File: src/rtl/apb_rule_pkg.sv
package apb_rule_pkg;
  localparam int NUM_VIOL = 6;
  localparam int CODE_W   = 3;

  // flag bit positions; code value is position + 1
  localparam int V_ENA   = 0;
  localparam int V_SETUP = 1;
  localparam int V_ERR   = 2;
  localparam int V_CTRL  = 3;
  localparam int V_DATA  = 4;
  localparam int V_RST   = 5;

  typedef enum logic [1:0] {
    PH_IDLE  = 2'd0,
    PH_SETUP = 2'd1,
    PH_WAIT  = 2'd2
  } ph_t;
endpackage

File: src/rtl/apb_phase_track.sv
module apb_phase_track
  import apb_rule_pkg::*;
#(
  parameter int AW = 32,
  parameter int DW = 32
) (
  input  logic                clk,
  input  logic                rst_n,
  input  logic                bus_rst_n,
  input  logic                sel,
  input  logic                en,
  input  logic                rdy,
  input  logic                err,
  input  logic [AW-1:0]       addr,
  input  logic                wr,
  input  logic [DW-1:0]       wdata,
  output logic [NUM_VIOL-1:0] det,
  output logic                done,
  output logic                waitc
);
  ph_t           ph_q, ph_d;
  logic          cap_ld;
  logic [AW-1:0] cap_addr_q;
  logic          cap_wr_q;
  logic [DW-1:0] cap_wdata_q;

  always_comb begin
    ph_d   = ph_q;
    cap_ld = 1'b0;
    det    = '0;
    done   = 1'b0;
    waitc  = 1'b0;
    if (!bus_rst_n) begin
      ph_d       = PH_IDLE;
      det[V_RST] = sel | en;
    end else begin
      det[V_ERR] = err & ~(sel & en & rdy);
      if (!sel) begin
        ph_d       = PH_IDLE;
        det[V_ENA] = en;
      end else if (!en) begin
        det[V_SETUP] = (ph_q == PH_SETUP);
        ph_d         = PH_SETUP;
        cap_ld       = 1'b1;
      end else if (ph_q == PH_IDLE) begin
        det[V_ENA] = 1'b1;
        ph_d       = PH_IDLE;
      end else begin
        det[V_CTRL] = (addr != cap_addr_q) || (wr != cap_wr_q);
        det[V_DATA] = cap_wr_q && (wdata != cap_wdata_q);
        if (rdy) begin
          done = 1'b1;
          ph_d = PH_IDLE;
        end else begin
          waitc = 1'b1;
          ph_d  = PH_WAIT;
        end
      end
    end
  end

  always_ff @(posedge clk or negedge rst_n) begin
    if (!rst_n) ph_q <= PH_IDLE;
    else        ph_q <= ph_d;
  end

  always_ff @(posedge clk or negedge rst_n) begin
    if (!rst_n) begin
      cap_addr_q  <= '0;
      cap_wr_q    <= 1'b0;
      cap_wdata_q <= '0;
    end else if (cap_ld) begin
      cap_addr_q  <= addr;
      cap_wr_q    <= wr;
      cap_wdata_q <= wdata;
    end
  end
endmodule

File: src/rtl/viol_log.sv
module viol_log
  import apb_rule_pkg::*;
#(
  parameter int N = NUM_VIOL
) (
  input  logic              clk,
  input  logic              rst_n,
  input  logic              clr,
  input  logic [N-1:0]      det,
  output logic [N-1:0]      flags,
  output logic [CODE_W-1:0] code
);
  logic [CODE_W-1:0] enc;
  logic [N-1:0]      flags_d;
  logic [CODE_W-1:0] code_d;
  logic              log_en;

  // lowest set position wins
  always_comb begin
    enc = '0;
    for (int i = N - 1; i >= 0; i--) begin
      if (det[i]) enc = CODE_W'(i + 1);
    end
  end

  always_comb begin
    log_en  = clr | (|det);
    flags_d = clr ? '0 : (flags | det);
    code_d  = clr ? '0 : ((code != '0) ? code : enc);
  end

  always_ff @(posedge clk or negedge rst_n) begin
    if (!rst_n) begin
      flags <= '0;
      code  <= '0;
    end else if (log_en) begin
      flags <= flags_d;
      code  <= code_d;
    end
  end
endmodule

File: src/rtl/sat_cnt.sv
module sat_cnt #(
  parameter int W = 8
) (
  input  logic         clk,
  input  logic         rst_n,
  input  logic         inc,
  output logic [W-1:0] cnt
);
  localparam logic [W-1:0] MAX = {W{1'b1}};
  logic         cnt_en;
  logic [W-1:0] cnt_d;

  always_comb begin
    cnt_en = inc && (cnt != MAX);
    cnt_d  = cnt + W'(1);
  end

  always_ff @(posedge clk or negedge rst_n) begin
    if (!rst_n)      cnt <= '0;
    else if (cnt_en) cnt <= cnt_d;
  end
endmodule

File: src/rtl/apb_rule_watch.sv
module apb_rule_watch
  import apb_rule_pkg::*;
#(
  parameter int AW    = 32,
  parameter int DW    = 32,
  parameter int CNT_W = 8
) (
  input  logic                clk,
  input  logic                rst_n,
  input  logic                bus_rst_n,
  input  logic                bus_sel,
  input  logic                bus_en,
  input  logic                bus_rdy,
  input  logic                bus_err,
  input  logic [AW-1:0]       bus_addr,
  input  logic                bus_wr,
  input  logic [DW-1:0]       bus_wdata,
  input  logic                viol_clr,
  output logic [NUM_VIOL-1:0] viol_flags,
  output logic [CODE_W-1:0]   viol_code,
  output logic [CNT_W-1:0]    xfer_cnt,
  output logic [CNT_W-1:0]    wait_cnt
);
  localparam int NCNT = 2;

  logic [NUM_VIOL-1:0] det;
  logic                done;
  logic                waitc;
  logic [NCNT-1:0]     cnt_inc;
  logic [CNT_W-1:0]    cnt_val [NCNT];

  apb_phase_track #(.AW(AW), .DW(DW)) u_track (
    .clk       (clk),
    .rst_n     (rst_n),
    .bus_rst_n (bus_rst_n),
    .sel       (bus_sel),
    .en        (bus_en),
    .rdy       (bus_rdy),
    .err       (bus_err),
    .addr      (bus_addr),
    .wr        (bus_wr),
    .wdata     (bus_wdata),
    .det       (det),
    .done      (done),
    .waitc     (waitc)
  );

  viol_log #(.N(NUM_VIOL)) u_log (
    .clk   (clk),
    .rst_n (rst_n),
    .clr   (viol_clr),
    .det   (det),
    .flags (viol_flags),
    .code  (viol_code)
  );

  assign cnt_inc = {waitc, done};

  for (genvar g = 0; g < NCNT; g++) begin : g_cnt
    sat_cnt #(.W(CNT_W)) u_cnt (
      .clk   (clk),
      .rst_n (rst_n),
      .inc   (cnt_inc[g]),
      .cnt   (cnt_val[g])
    );
  end

  assign xfer_cnt = cnt_val[0];
  assign wait_cnt = cnt_val[1];
endmodule

File: config.mk
export PLATFORM = sky130hd
export DESIGN_NAME = apb_rule_watch
export DESIGN_NICKNAME = d
export VERILOG_FILES = /design/src/rtl/apb_rule_pkg.sv /design/src/rtl/apb_phase_track.sv /design/src/rtl/viol_log.sv /design/src/rtl/sat_cnt.sv /design/src/rtl/apb_rule_watch.sv
export SDC_FILE = /design/constraint.sdc
export NUM_CORES = 1
export LEC_CHECK = 0
export ABC_AREA = 0
export BUFFER_PORTS_ARGS = -buffer_cell sky130_fd_sc_hd__buf_2
export CORE_MARGIN = 5
export CORE_UTILIZATION = 54
export CTS_CLUSTER_DIAMETER = 100
export DETAILED_ROUTE_END_ITERATION = 12
export PLACE_DENSITY = 0.87
export SETUP_SLACK_MARGIN = 0.3
export SYNTH_ARGS = -nofsm -noshare
export SYNTH_HDL_FRONTEND = slang
export SYNTH_SLANG_ARGS = --single-unit
File: constraint.sdc
create_clock -name clk -period 2.37 [get_ports clk]
set_input_delay 0.3555 -clock clk [delete_from_list [all_inputs] [get_ports clk]]
set_output_delay 0.3555 -clock clk [all_outputs]
set_load 0.01 [all_outputs]
==> results of run 1 <==
## power groups by stage
| stage | clock network [uW] | registers (uW) | logic (uW) |
|---|---|---|---|
| 6_report | 1060 | 1920 | 624 |
| 5_1_grt | 1150 | 1950 | 714 |
| 4_1_cts | 1080 | 1920 | 630 |
| 3_5_place_dp | 0 | 1950 | 624 |
| 3_3_place_gp | 0 | 1940 | 593 |
| 2_1_floorplan | 0 | 1930 | 386 |
## placed cells by master, fill, tap and decap left out, types with 3 or more instances in the layout
cell / Yosys / final
a21oi_1: 6 / 6
buf_2: 1 / 96
buf_4: 0 / 5
clkbuf_8: 0 / 11
dfrtp_1: 92 / 92
inv_1: 4 / 3
nand2_1: 203 / 203
nand3_1: 8 / 8
nand4_1: 15 / 15
nor2_1: 14 / 14
nor3_1: 3 / 3
nor4_1: 10 / 7
nor4_2: 0 / 3
xnor2_1: 37 / 37
xor2_1: 42 / 42
## worst max-delay path, cell delays in order, from the launching register on
cell and delay, ps:
dfrtp_1 410, xor2_1 180, nor4_2 370, nand4_1 170
o211a_1 260, a211o_1 240, o21ai_1 140, o31ai_1 80
## repair_timing
item                       in CTS  in global routing
setup endpoints to repair       2                  2
buffers inserted                0                  1
resized for setup               1                  2
pin swaps                       0                  5
## flip-flops by register name, summed over array words and instances, names as in the netlist
signal / flops
g_cnt.u_cnt.cnt: 16
u_track.ph_q: 2
u_track.cap_addr_q: 32
u_track.cap_wr_q: 1
u_track.cap_wdata_q: 32
u_log.code: 3
u_log.flags: 6
## synthesized netlist by cell type, drive strengths merged
master,count
nand3b,1
a211o,1
and2b,1
or2,2
o21a,1
buf,6
clkbuf,9
ha,2
a21oi,6
dfrtp,92
o31ai,1
nand4,15
inv,4
a31oi,1
o2111a,1
nand2,203
and3,2
xor2,42
o211a,2
nand2b,1
nor2,14
xnor2,37
o211ai,1
nor3,3
nand3,8
nor4,10
o21ai,3
mux2,2
## cell type report
class,instances,area share
Clock buffer,12,0.0302
Clock inverter,4,0.00927
Inverter,4,0.00293
Multi-Input combinational cell,360,0.379
Sequential cell,92,0.449
Tap cell,102,0.0249
Timing Repair Buffer,102,0.105
## worst max-delay path by stage
stage,startpoint,to,depth (start not counted)
2_1_floorplan,u_track.cap_wdata_q[25],u_log.code[0],7
3_3_place_gp,bus_wdata[14],u_log.code[0],8
3_5_place_dp,bus_wdata[14],u_log.code[0],8
4_1_cts,u_track.cap_wdata_q[14],u_log.code[0],7
5_1_grt,u_track.cap_wdata_q[1],u_log.code[0],8
6_report,u_track.cap_wdata_q[1],u_log.code[0],7
## through the flow
stage	total power [uW]	cell area [um2]	hold WS (ps)	setup WS, ps	cells
6_report	3600	5130	-11.1	407	676
3_3_place_gp	2530	4900	378	232	659
2_1_floorplan	2320	4300	59.9	616	471
4_1_cts	3640	5110	3.79	341	675
3_5_place_dp	2570	4900	384	173	659
5_1_grt	3810	5130	19.9	309	676
## cell families (layout without fill, tap and decap cells)
| family | after synthesis | count (layout) | synth area share |
|---|---|---|---|
| and+or+nand+nor | 260 | 260 | 0.249 |
| DFF | 92 | 92 | 0.535 |
| xor gates and xnor gates | 79 | 79 | 0.161 |
| buffers and inverters | 19 | 122 | 0.0169 |
| AOI/OAI and AO/OA | 17 | 17 | 0.0265 |
| adders and majority gates | 2 | 2 | 0.00582 |
| muxes | 2 | 2 | 0.00524 |
## layer usage
metal,wire (um),global-route usage
met5,0,0
met4,209,0.0819
met3,399,0.0316
met2,4630,0.326
met1,4040,0.246
==> results.sh, run 1 <==
export IMPL_setup_viol=0
export IMPL_p_per_area_mw_per_mm2=702
export IMPL_slew_headroom=0.559
export IMPL_finalSetupTns_ps=0
export IMPL_yosysUniqueCellTypes=30
export IMPL_final_nets=644
export IMPL_drc=0
export IMPL_die_h_um=99.2
export IMPL_grt_total_usage=0.193
export IMPL_postSynthAreaPerCell_um2=9.13
export IMPL_die_area_mm2=0.00985
export IMPL_outcome="finished with violations"
export IMPL_ant_nets=0
export IMPL_initial_core_util=0.557
export IMPL_pwr_share_seq=0.534
export IMPL_ys_seq_elements=92
export IMPL_finalHoldViolations=7
export IMPL_cp_data_required_time_ps=2600
export IMPL_via_per_inst=5.03
export IMPL_switching_share=0.276
export IMPL_yosys_top_cells_area="dfrtp_1, nand2_1, xor2_1, xnor2_1, nand4_1"
export IMPL_routedWlPerCell_um=13.7
export IMPL_numCtsBuffers=9
export IMPL_yosysWarnings=0
export IMPL_drt_wl_total_um=9280
export IMPL_ios=98
export IMPL_violations="hold timing"
export IMPL_dpl_hpwl_um=6890
export IMPL_finClkSkew_ps=5.80
export IMPL_hold_class="in -> async"
export IMPL_critPathLaunchType="flip-flop"
export IMPL_worst_pin_slew_ps=661
export IMPL_clock_path_buffers=2
export IMPL_drt_initial_drc_count=162
export IMPL_fp_row_count=32
export IMPL_power_switching_uw=993
export IMPL_p_comb_frac=0.173
export IMPL_n_fill_cell=628
export IMPL_drv_slew=0
export IMPL_rsz0062_at_grt="false"
export IMPL_rr_startpoint="u_track.cap_wdata_q[1]"
export IMPL_drv_cap=0
export IMPL_yosysTopAreaCell="dfrtp_1"
export IMPL_gp_congestion=0.823
export IMPL_max_freq_mhz=509
export IMPL_rr_endpoint="u_log.code[0]"
export IMPL_clockPowerShare=0.293
export IMPL_dr_pass1_iters=5
export IMPL_grt_pass1_vias=3347
export IMPL_multi_input_area_mm2=0.00194
export IMPL_area_delta_synth_final_pct=19.3
export IMPL_r2r_cells=7
export IMPL_worst_endpoint_arrival_ps=2190
export IMPL_finalCriticalPeriod_ps=1960
export IMPL_yosysSeqAreaShare=0.535
export IMPL_grt_pass1_wl_um=15300
export IMPL_final_util=0.664
export IMPL_min_period_over_period=0.828
export IMPL_syn_nets=546
export IMPL_cp_max_fo=2
export IMPL_rrSetupSlack_ps=410
export IMPL_seq_area_mm2=0.00230
export IMPL_synth_top_cell_area_share=0.535
export IMPL_netlist_area_mm2=0.00430
export IMPL_design_core_area_mm2=0.00773
export IMPL_peakVddDrop_uv=451
export IMPL_die_x_um=99.2
export IMPL_leakage_uw=0.00276
export IMPL_antenna_cells=0
export IMPL_grt_max_degree=66
export IMPL_antenna_found_initial=0
export IMPL_htreeDepth=3
export IMPL_endpoint_kind="flip-flop"
export IMPL_clock_sinks=92
export IMPL_timing_hold_ws_ps=-11.1
export IMPL_hold_buffers=0
export IMPL_clk_latency_ps=340
export IMPL_syn_instance_count=471
export IMPL_vias=3398
export IMPL_root_buffer="clkbuf_8"
export IMPL_grt_ovfl_total=0
export IMPL_port_buffer_count=97
export IMPL_layout_drive_gt1_share=0.218
export IMPL_setup_worst_path_class="reg -> reg"
export IMPL_intPower_uw=2610
export IMPL_clk_pin_slew_ps=90
export IMPL_cts_tree="done"
Note: power is estimated with default switching activity, not from simulation.
==> run 2, diff against run 1 <==
--- a/config.mk
+++ b/config.mk
@@ -5,10 +5,10 @@
 export SDC_FILE = /design/constraint.sdc
 export NUM_CORES = 1
 export LEC_CHECK = 0
-export ABC_AREA = 0
+export ABC_AREA = 1
 export BUFFER_PORTS_ARGS = -buffer_cell sky130_fd_sc_hd__buf_2
 export CORE_MARGIN = 5
-export CORE_UTILIZATION = 54
+export CORE_UTILIZATION = 55
 export CTS_CLUSTER_DIAMETER = 100
 export DETAILED_ROUTE_END_ITERATION = 12
 export PLACE_DENSITY = 0.87
==> constraint.sdc (replaced) <==
create_clock -name clk -period 2 [get_ports clk]
set_input_delay 0.3 -clock clk [delete_from_list [all_inputs] [get_ports clk]]
set_output_delay 0.3 -clock clk [all_outputs]
set_load 0.01 [all_outputs]
==> results.sh, run 2 <==
export IMPL_design_core_area_mm2=0.00818
export IMPL_grt_pass1_vias=3846
export IMPL_min_period_over_period=0.851
export IMPL_clk_pin_slew_ps=90
export IMPL_layout_commonest_cell="nand2_1"
export IMPL_routedWlPerCell_um=13.1
export IMPL_yosysWarnings=0
export IMPL_worst_pin_slew_ps=905
export IMPL_finalHoldViolations=0
export IMPL_yosysTopAreaCell="dfrtp_1"
export IMPL_drt_wl_total_um=10100
export IMPL_hold_class="in -> reg"
export IMPL_finalCriticalPeriod_ps=1700
export IMPL_power_uw=4460
export IMPL_top_regs="u_track.cap_addr_q (32), u_track.cap_wdata_q (32), g_cnt.u_cnt.cnt (16)"
export IMPL_dr_pass1_iters=4
export IMPL_yosysUniqueCellTypes=28
export IMPL_max_freq_mhz=588
export IMPL_gp_congestion=0.915
export IMPL_ant_nets=0
export IMPL_top_layer="met4"
export IMPL_most_common_layout_cells="nand2_1, buf_2, dfrtp_1"
export IMPL_clock_sinks=92
export IMPL_dp_cells=744
export IMPL_clk_latency_ps=350
export IMPL_yosysSeqAreaShare=0.504
export IMPL_grt_total_usage=0.202
export IMPL_synthTopCellsByCount="nand2_1, dfrtp_1, xnor2_1"
export IMPL_drv_slew=0
export IMPL_port_buffer_count=97
export IMPL_critPathBufInv=0
export IMPL_endpoint_kind="flip-flop"
export IMPL_initial_core_util=0.559
export IMPL_postSynthAreaPerCell_um2=8.28
export IMPL_peakVddDrop_uv=423
export IMPL_p_per_area_mw_per_mm2=811
export IMPL_rrSetupSlack_ps=300
export IMPL_wl_met2_um=5170
export IMPL_place_area_mm2=0.00517
export IMPL_ys_seq_elements=92
export IMPL_synth_top_cell_area_share=0.504
export IMPL_syn_nets=627
export IMPL_via_per_inst=4.94
export IMPL_drc=0
export IMPL_grt_max_degree=56
export IMPL_slew_headroom=0.396
export IMPL_htreeDepth=3
export IMPL_crit_top_cell="nand2_1"
export IMPL_wl_met3_um=511
export IMPL_synth_flop_cell="dfrtp_1"
export IMPL_finalSetupTns_ps=0
export IMPL_rsz0062_at_grt="true"
export IMPL_wl_met1_um=4110
export IMPL_vias=3798
export IMPL_root_buffer="clkbuf_8"
export IMPL_ys_async_sr_fraction=1.00
export IMPL_final_nets=734
export IMPL_fp_row_count=33
export IMPL_cp_data_required_time_ps=2250
export IMPL_yosys_top_cells_area="dfrtp_1, nand2_1, xnor2_1, inv_1, nor2_1"
export IMPL_n_fill_cell=676
export IMPL_antenna_found_initial=0
export IMPL_cp_cell_sequence="xnor2_2 > nand2_2 > nor2_2 > nand2_1 > nor2_2 > nand3_2 > nand2_2 > nand3_2 > nand2_1 > nand2_1 > nand3_1 > nand2_1"
export IMPL_grt_ovfl_total=0
export IMPL_area_delta_synth_final_pct=20.5
export IMPL_drv_cap=0
export IMPL_leakage_uw=0.00289
export IMPL_cp_slowest_cell="dfrtp_1"
export IMPL_design_area_mm2=0.00550
export IMPL_dpl_hpwl_um=7210
export IMPL_setup_viol=0
export IMPL_netlist_area_mm2=0.00457
export IMPL_die_area_mm2=0.0102
export IMPL_worst_endpoint_arrival_ps=1950
export IMPL_die_h_um=101
export IMPL_slowest_delay_ps=420
export IMPL_cp_top_family="simple AND/OR/NAND/NOR gates"
export IMPL_ios=98
export IMPL_clock_path_buffers=2
export IMPL_setup_worst_path_class="reg -> reg"
export IMPL_layout_drive_gt1_share=0.235
export IMPL_syn_instance_count=552
export IMPL_synth_edf_count=0
export IMPL_critPathLaunchType="flip-flop"
export IMPL_antenna_cells=0
export IMPL_yosys_cell_count_top_type="nand2_1"
export IMPL_numCtsBuffers=9
export IMPL_layout_cells_non_filler=769
export IMPL_outcome="complete, no violations"
export IMPL_grt_pass1_wl_um=16600
export IMPL_cts_tree="done"
export IMPL_die_x_um=101
export IMPL_finClkSkew_ps=7.86
export IMPL_cp_max_fo=3
export IMPL_drt_initial_drc_count=158
run 2: cell types whose count changed after synthesis, sizes merged, moves of 10 or more:
cell,before,now
xor2,42,11
nor2,14,33
nand3,8,21
inv,4,35
nand2,203,251
xnor2,37,58
nand4,15,5
nor4,10,0
o21ai,3,15
run 2: timing repair:
action                                  CTS  global route
resized for setup                         5             9
pin swaps                                 2             8
endpoints found under the setup margin    2             6
hold buffers                              1             0
buffers inserted                          0             8
hold endpoints to repair                 32             0
run 2: layout make-up:
class / count / area [um2] / area share
timing repair buffer: 110 / 601 / 0.109
sequential: 92 / 2300 / 0.418
clock buffer: 10 / 128 / 0.0232
inverter: 35 / 131 / 0.0239
tap: 105 / 131 / 0.0239
clock inverter: 6 / 88.8 / 0.0161
multi-input combinational: 411 / 2120 / 0.386
run 2: power by group:
group | switching, uW | internal [uW]
clock | 642 | 704
combinational | 449 | 393
sequential | 176 | 2100
total | 1270 | 3200
run 2: kinds of logic (layout without fill, tap and decap cells):
| logic type | after synthesis | count (layout) | synth area share |
|---|---|---|---|
| buffers and inverters | 49 | 161 | 0.0416 |
| AO/OA/AOI/OAI | 22 | 22 | 0.0271 |
| adder cells (fa/ha/maj) | 2 | 2 | 0.00548 |
| AND/OR/NAND/NOR | 316 | 316 | 0.285 |
| flip-flops | 92 | 92 | 0.504 |
| multiplexers | 2 | 2 | 0.00493 |
| XOR/XNOR | 69 | 69 | 0.132 |
run 2: routing by layer:
metal	global-route usage	up-vias
met5	0	-
met4	0.0971	0
met3	0.0379	23
met2	0.352	98
met1	0.240	1783
li1	-	1894
run 2: path summary, 6_finish.rpt:
check | from | to | cells past startpoint
setup / recovery | u_track.cap_addr_q[5] | u_log.code[0] | 12
hold / removal | bus_addr[9] | u_track.cap_addr_q[9] | 3
setup reg to reg | u_track.cap_addr_q[5] | u_log.code[0] | 12
hold reg to reg | g_cnt[1].u_cnt.cnt[5] | g_cnt[1].u_cnt.cnt[5] | 1
max in group asynchronous | rst_n | g_cnt[0].u_cnt.cnt[6] | 3
min in group asynchronous | rst_n | g_cnt[0].u_cnt.cnt[0] | 2
run 2: worst reg2reg max path, cell delays in order, from the launching register on:
cell and delay, ps:
dfrtp_1 420, xnor2_2 180, nand2_2 90, nor2_2 120, nand2_1 70, nor2_2 120, nand3_2 110, nand2_2 110
nand3_2 80, nand2_1 100, nand2_1 70, nand3_1 90, nand2_1 50
run 2: per-stage QoR:
step / hold WS [ps] / worst slack [ps] / utilization
3_3_place_gp: 274 / 359 / 0.633
4_1_cts: 158 / 305 / 0.663
2_1_floorplan: 4.41 / 464 / -
5_1_grt: 162 / 188 / 0.673
3_5_place_dp: 275 / 252 / 0.633
6_report: 169 / 299 / 0.673
